[src/rtl/pfc_pkg.sv]
package pfc_pkg;

  typedef enum logic [2:0] {
    ST_ETH,
    ST_IP4,
    ST_IP6,
    ST_UDP,
    ST_PTP,
    ST_DONE
  } parseState_e;

  // strobes from the parser control to the field/counter datapath
  typedef struct packed {
    logic frameStart;
    logic frameEnd;
    logic capType;
    logic capDom;
    logic capSeqHi;
    logic decide;
    logic isEvent;
  } ctlStrobe_t;

  localparam logic [15:0] TPID_CUST  = 16'h8100;
  localparam logic [15:0] TPID_SERV  = 16'h88A8;
  localparam logic [15:0] ETYPE_PTP  = 16'h88F7;
  localparam logic [15:0] ETYPE_IPV4 = 16'h0800;
  localparam logic [15:0] ETYPE_IPV6 = 16'h86DD;
  localparam logic [15:0] PORT_EVENT = 16'd319;
  localparam logic [15:0] PORT_GEN   = 16'd320;
  localparam logic [7:0]  PROTO_UDP  = 8'd17;

endpackage

[src/rtl/pfc_ctrl.sv]
module pfc_ctrl
  import pfc_pkg::*;
#(
  parameter int POS_W    = 11,
  parameter int MAX_TAGS = 2
) (
  input  logic       clk,
  input  logic       rst_n,
  input  logic       inValid,
  input  logic       inSof,
  input  logic       inEof,
  input  logic [7:0] inByte,
  input  logic       cfgUdpMode,
  output ctlStrobe_t ctl
);

  localparam int TAG_W = $clog2(MAX_TAGS + 1);
  localparam logic [POS_W-1:0] TYPE_OFF = POS_W'(12);
  localparam logic [POS_W-1:0] POS_MAX  = '1;

  logic               inFrame;
  logic [POS_W-1:0]   pos, curPos, rel;
  parseState_e        state, effState, nState;
  logic [POS_W-1:0]   baseOff, effBase, nBase;
  logic [TAG_W-1:0]   tagCnt, effTags, nTags;
  logic [7:0]         hiByte, nHi;
  logic [3:0]         ihl, nIhl;
  logic               evtClass, nEvt;
  logic               accept;
  logic [15:0]        word;

  assign accept   = inValid && (inSof || inFrame);
  assign curPos   = inSof ? '0 : pos;
  assign effState = inSof ? ST_ETH : state;
  assign effBase  = inSof ? TYPE_OFF : baseOff;
  assign effTags  = inSof ? '0 : tagCnt;
  assign rel      = curPos - effBase;
  assign word     = {hiByte, inByte};

  always_comb begin
    nState = effState;
    nBase  = effBase;
    nTags  = effTags;
    nHi    = hiByte;
    nIhl   = ihl;
    nEvt   = evtClass;
    ctl            = '0;
    ctl.frameStart = accept && inSof;
    ctl.frameEnd   = accept && inEof;
    ctl.isEvent    = evtClass;
    if (accept) begin
      unique case (effState)
        ST_ETH: begin
          if (rel == POS_W'(0)) nHi = inByte;
          if (rel == POS_W'(1)) begin
            if ((word == TPID_CUST || word == TPID_SERV) && effTags < TAG_W'(MAX_TAGS)) begin
              nTags = effTags + TAG_W'(1);
              nBase = effBase + POS_W'(4);
            end else if (!cfgUdpMode && word == ETYPE_PTP) begin
              nState = ST_PTP;
              nBase  = effBase + POS_W'(2);
            end else if (cfgUdpMode && word == ETYPE_IPV4) begin
              nState = ST_IP4;
              nBase  = effBase + POS_W'(2);
            end else if (cfgUdpMode && word == ETYPE_IPV6) begin
              nState = ST_IP6;
              nBase  = effBase + POS_W'(2);
            end else begin
              nState = ST_DONE;
            end
          end
        end
        ST_IP4: begin
          if (rel == POS_W'(0)) begin
            if (inByte[7:4] != 4'd4 || inByte[3:0] < 4'd5) nState = ST_DONE;
            else nIhl = inByte[3:0];
          end
          if (rel == POS_W'(9)) begin
            if (inByte == PROTO_UDP) begin
              nState = ST_UDP;
              nBase  = effBase + POS_W'({ihl, 2'b00});
            end else begin
              nState = ST_DONE;
            end
          end
        end
        ST_IP6: begin
          if (rel == POS_W'(6)) begin
            if (inByte == PROTO_UDP) begin
              nState = ST_UDP;
              nBase  = effBase + POS_W'(40);
            end else begin
              nState = ST_DONE;
            end
          end
        end
        ST_UDP: begin
          if (rel == POS_W'(2)) nHi = inByte;
          if (rel == POS_W'(3)) begin
            nBase = effBase + POS_W'(8);
            if (word == PORT_EVENT) begin
              nState = ST_PTP;
              nEvt   = 1'b1;
            end else if (word == PORT_GEN) begin
              nState = ST_PTP;
              nEvt   = 1'b0;
            end else begin
              nState = ST_DONE;
            end
          end
        end
        ST_PTP: begin
          if (rel == POS_W'(0)) begin
            ctl.capType = 1'b1;
            if (!cfgUdpMode) nEvt = (inByte[3:0] < 4'd4);
          end
          if (rel == POS_W'(4))  ctl.capDom   = 1'b1;
          if (rel == POS_W'(30)) ctl.capSeqHi = 1'b1;
          if (rel == POS_W'(31)) begin
            ctl.decide = 1'b1;
            nState     = ST_DONE;
          end
        end
        default: nState = ST_DONE;
      endcase
    end
  end

  always_ff @(posedge clk) begin
    if (!rst_n) begin
      inFrame  <= 1'b0;
      pos      <= '0;
      state    <= ST_DONE;
      baseOff  <= TYPE_OFF;
      tagCnt   <= '0;
      hiByte   <= '0;
      ihl      <= '0;
      evtClass <= 1'b0;
    end else if (accept) begin
      inFrame  <= !inEof;
      pos      <= (curPos == POS_MAX) ? curPos : curPos + POS_W'(1);
      state    <= nState;
      baseOff  <= nBase;
      tagCnt   <= nTags;
      hiByte   <= nHi;
      ihl      <= nIhl;
      evtClass <= nEvt;
    end
  end

endmodule

[src/rtl/pfc_datapath.sv]
module pfc_datapath
  import pfc_pkg::*;
#(
  parameter int CNT_W = 16
) (
  input  logic             clk,
  input  logic             rst_n,
  input  ctlStrobe_t       ctl,
  input  logic [7:0]       inByte,
  input  logic             cfgDomainEn,
  input  logic [7:0]       cfgDomain,
  output logic             tsStrobe,
  output logic             genStrobe,
  output logic [3:0]       msgType,
  output logic [7:0]       domainNum,
  output logic [15:0]      seqId,
  output logic [CNT_W-1:0] hitCount,
  output logic [CNT_W-1:0] missCount
);

  localparam logic [CNT_W-1:0] CNT_MAX = '1;
  localparam logic [CNT_W-1:0] CNT_ONE = CNT_W'(1);

  logic [3:0] typeCap;
  logic [7:0] domCap;
  logic [7:0] seqHiCap;
  logic       hitFrame;
  logic       domOk, hitNow, hitSoFar;

  assign domOk    = !cfgDomainEn || (domCap == cfgDomain);
  assign hitNow   = ctl.decide && domOk;
  assign hitSoFar = hitFrame && !ctl.frameStart;

  always_ff @(posedge clk) begin
    if (!rst_n) begin
      tsStrobe  <= 1'b0;
      genStrobe <= 1'b0;
      msgType   <= '0;
      domainNum <= '0;
      seqId     <= '0;
      hitCount  <= '0;
      missCount <= '0;
      typeCap   <= '0;
      domCap    <= '0;
      seqHiCap  <= '0;
      hitFrame  <= 1'b0;
    end else begin
      tsStrobe  <= hitNow && ctl.isEvent;
      genStrobe <= hitNow && !ctl.isEvent;
      if (ctl.capType)  typeCap  <= inByte[3:0];
      if (ctl.capDom)   domCap   <= inByte;
      if (ctl.capSeqHi) seqHiCap <= inByte;
      if (hitNow) begin
        msgType   <= typeCap;
        domainNum <= domCap;
        seqId     <= {seqHiCap, inByte};
        if (hitCount != CNT_MAX) hitCount <= hitCount + CNT_ONE;
      end
      if (ctl.frameStart) hitFrame <= 1'b0;
      if (hitNow)         hitFrame <= 1'b1;
      if (ctl.frameEnd && !hitSoFar && !hitNow && missCount != CNT_MAX)
        missCount <= missCount + CNT_ONE;
    end
  end

endmodule

[src/rtl/ptp_frame_classifier.sv]
module ptp_frame_classifier
  import pfc_pkg::*;
#(
  parameter int POS_W    = 11,
  parameter int MAX_TAGS = 2,
  parameter int CNT_W    = 16
) (
  input  logic             clk,
  input  logic             rst_n,
  input  logic             inValid,
  input  logic             inSof,
  input  logic             inEof,
  input  logic [7:0]       inByte,
  input  logic             cfgUdpMode,
  input  logic             cfgDomainEn,
  input  logic [7:0]       cfgDomain,
  output logic             tsStrobe,
  output logic             genStrobe,
  output logic [3:0]       msgType,
  output logic [7:0]       domainNum,
  output logic [15:0]      seqId,
  output logic [CNT_W-1:0] hitCount,
  output logic [CNT_W-1:0] missCount
);

  ctlStrobe_t ctl;

  pfc_ctrl #(.POS_W(POS_W), .MAX_TAGS(MAX_TAGS)) u_ctrl (
    .clk        (clk),
    .rst_n      (rst_n),
    .inValid    (inValid),
    .inSof      (inSof),
    .inEof      (inEof),
    .inByte     (inByte),
    .cfgUdpMode (cfgUdpMode),
    .ctl        (ctl)
  );

  pfc_datapath #(.CNT_W(CNT_W)) u_dp (
    .clk         (clk),
    .rst_n       (rst_n),
    .ctl         (ctl),
    .inByte      (inByte),
    .cfgDomainEn (cfgDomainEn),
    .cfgDomain   (cfgDomain),
    .tsStrobe    (tsStrobe),
    .genStrobe   (genStrobe),
    .msgType     (msgType),
    .domainNum   (domainNum),
    .seqId       (seqId),
    .hitCount    (hitCount),
    .missCount   (missCount)
  );

endmodule

[config.mk]
export PLATFORM = sky130hd
export DESIGN_NAME = ptp_frame_classifier
export DESIGN_NICKNAME = d
export VERILOG_FILES = /design/src/rtl/pfc_pkg.sv /design/src/rtl/pfc_ctrl.sv /design/src/rtl/pfc_datapath.sv /design/src/rtl/ptp_frame_classifier.sv
export SDC_FILE = /design/constraint.sdc
export NUM_CORES = 1
export LEC_CHECK = 0
export CAP_MARGIN = 10
export CELL_PAD_IN_SITES_DETAIL_PLACEMENT = 1
export CELL_PAD_IN_SITES_GLOBAL_PLACEMENT = 1
export CORE_ASPECT_RATIO = 1.1
export CORE_UTILIZATION = 42
export DETAILED_ROUTE_END_ITERATION = 6
export PLACE_DENSITY = 0.89
export SLEW_MARGIN = 40
export SYNTH_ARGS = -nofsm -noshare
export SYNTH_HDL_FRONTEND = slang
export SYNTH_SLANG_ARGS = --single-unit
[constraint.sdc]
create_clock -name clk -period 7.5 [get_ports clk]
set_clock_uncertainty 0.05 [all_clocks]
set_input_delay 1.5 -clock clk [delete_from_list [all_inputs] [get_ports clk]]
set_output_delay 1.5 -clock clk [all_outputs]
set_load 0.03 [all_outputs]
==> key figures <==
Layout
  – Synth-to-layout area growth: 21.3%
  – Nets: 1,080
  – Fillers: between 2k and 2.5k
  – Layout cells sized above 1: under 10%
  – Layout Utilization: 52.0%
  – Diodes inserted: 0

STA
  – Worst Tran Pin Value: approximately 0.87 ns
  – RSZ-0062 raised after global routing: no
  – Fin. Hold Viols: 0
  – Post-Route Setup TNS: 0 ns
  – Tmin final: 6.57 ns
  – Pins Over Slew Limit: 0
  – Slew Limit Headroom: about two fifths
  – # setup viols final: 0
  – Fmax: 152 MHz
  – Tcrit/Tclk final: approximately 90%

Detailed routing
  – DRC violations left: 0
  – Vias: around 8k
  – DR pass1 iterations: 5
  – Routed vias/inst: 6.10
  – Final ANT Viol Nets: 0
  – Final WL: 25,900 um
  – DR WL/cell: ~20 um
  – DRT iter0 DRCs: 403

Clock network
  – Clock Tree Buf Depth: 2
  – Post-cts sizing count: 0
  – CTS buffer count: 17
  – Clock H-tree levels: 4
  – CTS tree: done
  – Root Buffer: clkbuf_16
  – Sinks on Clock Net: around 120
  – Post-CTS Repair Setup Buffers: 0
  – Clk slew on worst S/H paths: 0.06 ns
  – Hold Buf Count CTS: 0
  – Clock Latency Late Sink: 0.43 ns

Pwr
  – Tot Pwr: 1690 uW
  – LEAKAGE: 0.00314 uW
  – PD cells: approximately 180 nW/um2
  – VDD IR max: 0.167 mV

Floorplan
  – Core area: 17,700 um2
  – Die Span Y: 143 um
  – Row Count: about 50
  – Ports: 85
  – DIE WIDTH: 130 um
  – DIE AREA: 18,600 um2
  – Initial core utilization: 42.9%

Global route
  – Congestion Overflow GR: 0
  – First-pass GRT wire length: 41,500 um
  – Pin count of the biggest net entering global routing: 78
  – Via count of the first global-routing pass: 8,032
  – Initial antenna violation count: 0
  – Overall Global Routing Usage: 28.7%

Logic synthesis
  – Synthesized area per cell: 7.71 um2
  – Synth cell types: 77
  – Synth top area share: 32.8%
  – EDFF count, synth: 0
  – FF+latch count, synth: 124
  – Ranking of synthesized cells by area: dfxtp_1 33%, nand2_1 6.4%, mux2i_1 5.4%
  – Top FF cell, synth: dfxtp_1
  – Post-synth top area cell: dfxtp_1
  – Area of the mapped netlist: 7580 um2
  – Syn Inst Count: 983
  – Syn nets: 1,026
  – Asr flop ratio synth: 0%
  – Yosys warns: 0
  – Part of the Yosys area used for sequential elements: 32.8%

Placement
  – PortBufs: 84
  – GP Congestion: around 0.95
  – HPWL after DPL: about 18,000 um

Setup path
  – Worst Path Max Fanout: 16
  – CP required: 7.74 ns
  – Arr. time, crit path: 6.81 ns
  – WP buf/inv: 2
  – Startpoint Class: input pin
  – CP Class: input pin to flip-flop
  – CP Cell Sequence: clkdlybuf4s50_1 -> nor2b_1 -> inv_1 -> ha_1 -> a211oi_1 -> nor2_1 -> a211oi_1 -> and3_1 -> o22a_1 -> nand3_1 -> or4b_2 -> mux2i_1 -> nor2_1
  – Kind of cell adding the most delay to the critical path: simple AND/OR/NAND/NOR gates
  – CP max stage delay: 0.89 ns
  – Worst path slowest cell: or4b_2
  – Element type at the critical path end: flip-flop

Flow run
  – Max Cap Viol: 0

Min path
  – Min-Delay Path Class: flip-flop to flip-flop

Status
  – Outcome: finished, final reports clean
layout make-up:
class | count | area [um2] | share of cell area [%]
multi-input cells | 774 | 4770 | 51.9
flip-flops and latches | 124 | 2480 | 27.0
repair buffers | 94 | 916 | 9.97
clock buffers | 21 | 450 | 4.90
well taps | 238 | 298 | 3.24
clock inverters | 10 | 165 | 1.80
inverters | 26 | 103 | 1.12
routing by layer:
layer / up-vias / share of wire, % / GRT usage (%)
li1: 3659 / - / -
met1: 3816 / 42 / 34.6
met2: 294 / 48 / 47.6
met3: 85 / 6.0 / 5.81
met4: 0 / 4.0 / 15.4
met5: - / 0 / 0
synth_stat cells, types with 20 or more instances:
library cell and number:
nor4_1 20, inv_1 24, nand4_1 25, nor2b_1 22
nand2_1 129, xnor2_1 32, dfxtp_1 124, nand3_1 33
a21oi_1 74, nor2_1 106, or3_1 20, mux2i_1 41
clkbuf_1 53, o21ai_0 50
worst reg2reg max path, cell delays in order (launching register included):
cell and delay (ns):
dfxtp_1 0.37, nor2b_1 0.43, inv_1 0.25, ha_1 0.48
a211oi_1 0.24, nor2_1 0.08, a211oi_1 0.33, and3_1 0.26
o22a_1 0.51, nand3_1 0.50, or4b_2 0.89, mux2i_1 0.23
nor2_1 0.07
cells by family after synthesis:
group,after synthesis,synth area share [%]
AND/OR/NAND/NOR,451,30.4
buffers and inverters,85,4.44
AO/OA/AOI/OAI,218,18.2
flip-flops,124,32.8
adder cells (fa/ha/maj),20,3.50
XOR/XNOR,41,4.84
multiplexers,44,5.86
metrics by stage:
| stage | setup WS [ns] | area [um2] | instances | hold slack [ns] |
|---|---|---|---|---|
| 4_1_cts | 1.11 | 9170 | 1287 | 0.402 |
| 3_5_place_dp | 0.672 | 8560 | 1256 | 0.394 |
| 2_1_floorplan | 1.66 | 7580 | 983 | 0.355 |
| 3_3_place_gp | 0.937 | 8550 | 1256 | 0.389 |
| 6_report | 0.927 | 9190 | 1287 | 0.401 |
| 5_1_grt | 0.590 | 9190 | 1287 | 0.434 |
flip-flops by register name (all words and copies together) (netlist names), 3 cells and up:
register,cells
u_dp.seqId,16
u_dp.domainNum,8
u_dp.missCount,16
u_ctrl.hiByte,8
u_ctrl.baseOff,11
u_dp.domCap,8
u_dp.msgType,4
u_ctrl.ihl,4
u_ctrl.state,3
u_dp.seqHiCap,8
u_dp.hitCount,16
u_dp.typeCap,4
u_ctrl.pos,11
where the power goes:
part           switching, uW  total, uW  internal [uW]
Combinational           80.7        123           42.5
Clock                    327        892            565
Sequential              9.85        674            665
worst paths after layout:
check | from | end | slack (ns) | depth (start not counted)
hold / removal | u_dp.domainNum[6]$_SDFFE_PN0P_ | u_dp.domainNum[6]$_SDFFE_PN0P_ | 0.40 | 2
setup / recovery | inSof | u_dp.typeCap[2]$_SDFFE_PN0P_ | 0.93 | 13
setup reg to reg | u_ctrl.baseOff[6]$_SDFFE_PN0P_ | u_dp.typeCap[2]$_SDFFE_PN0P_ | 2.68 | 12
hold reg to reg | u_dp.domainNum[6]$_SDFFE_PN0P_ | u_dp.domainNum[6]$_SDFFE_PN0P_ | 0.40 | 2
placed cells by master, fill, tap and decap left out, types with 7 or more instances in the layout:
cell	netlist	final
o31a_1	7	7
a31oi_1	11	11
nand3_1	33	33
or4_1	7	7
a21oi_1	74	74
or2_2	8	8
o21ai_0	50	49
xor2_1	8	8
clkbuf_16	0	17
a211oi_1	8	8
nor3_1	17	17
a21o_1	8	8
inv_1	24	24
or3_1	20	20
clkdlybuf4s50_1	0	84
and3_1	13	13
dfxtp_1	124	124
ha_1	18	18
buf_4	0	10
xnor2_1	32	32
nor2b_1	22	22
mux2i_1	41	41
and2_1	9	9
nand2_1	129	129
nor4_1	20	19
nand4_1	25	25
nor2_1	106	105
(Power assumes the default switching activity.)
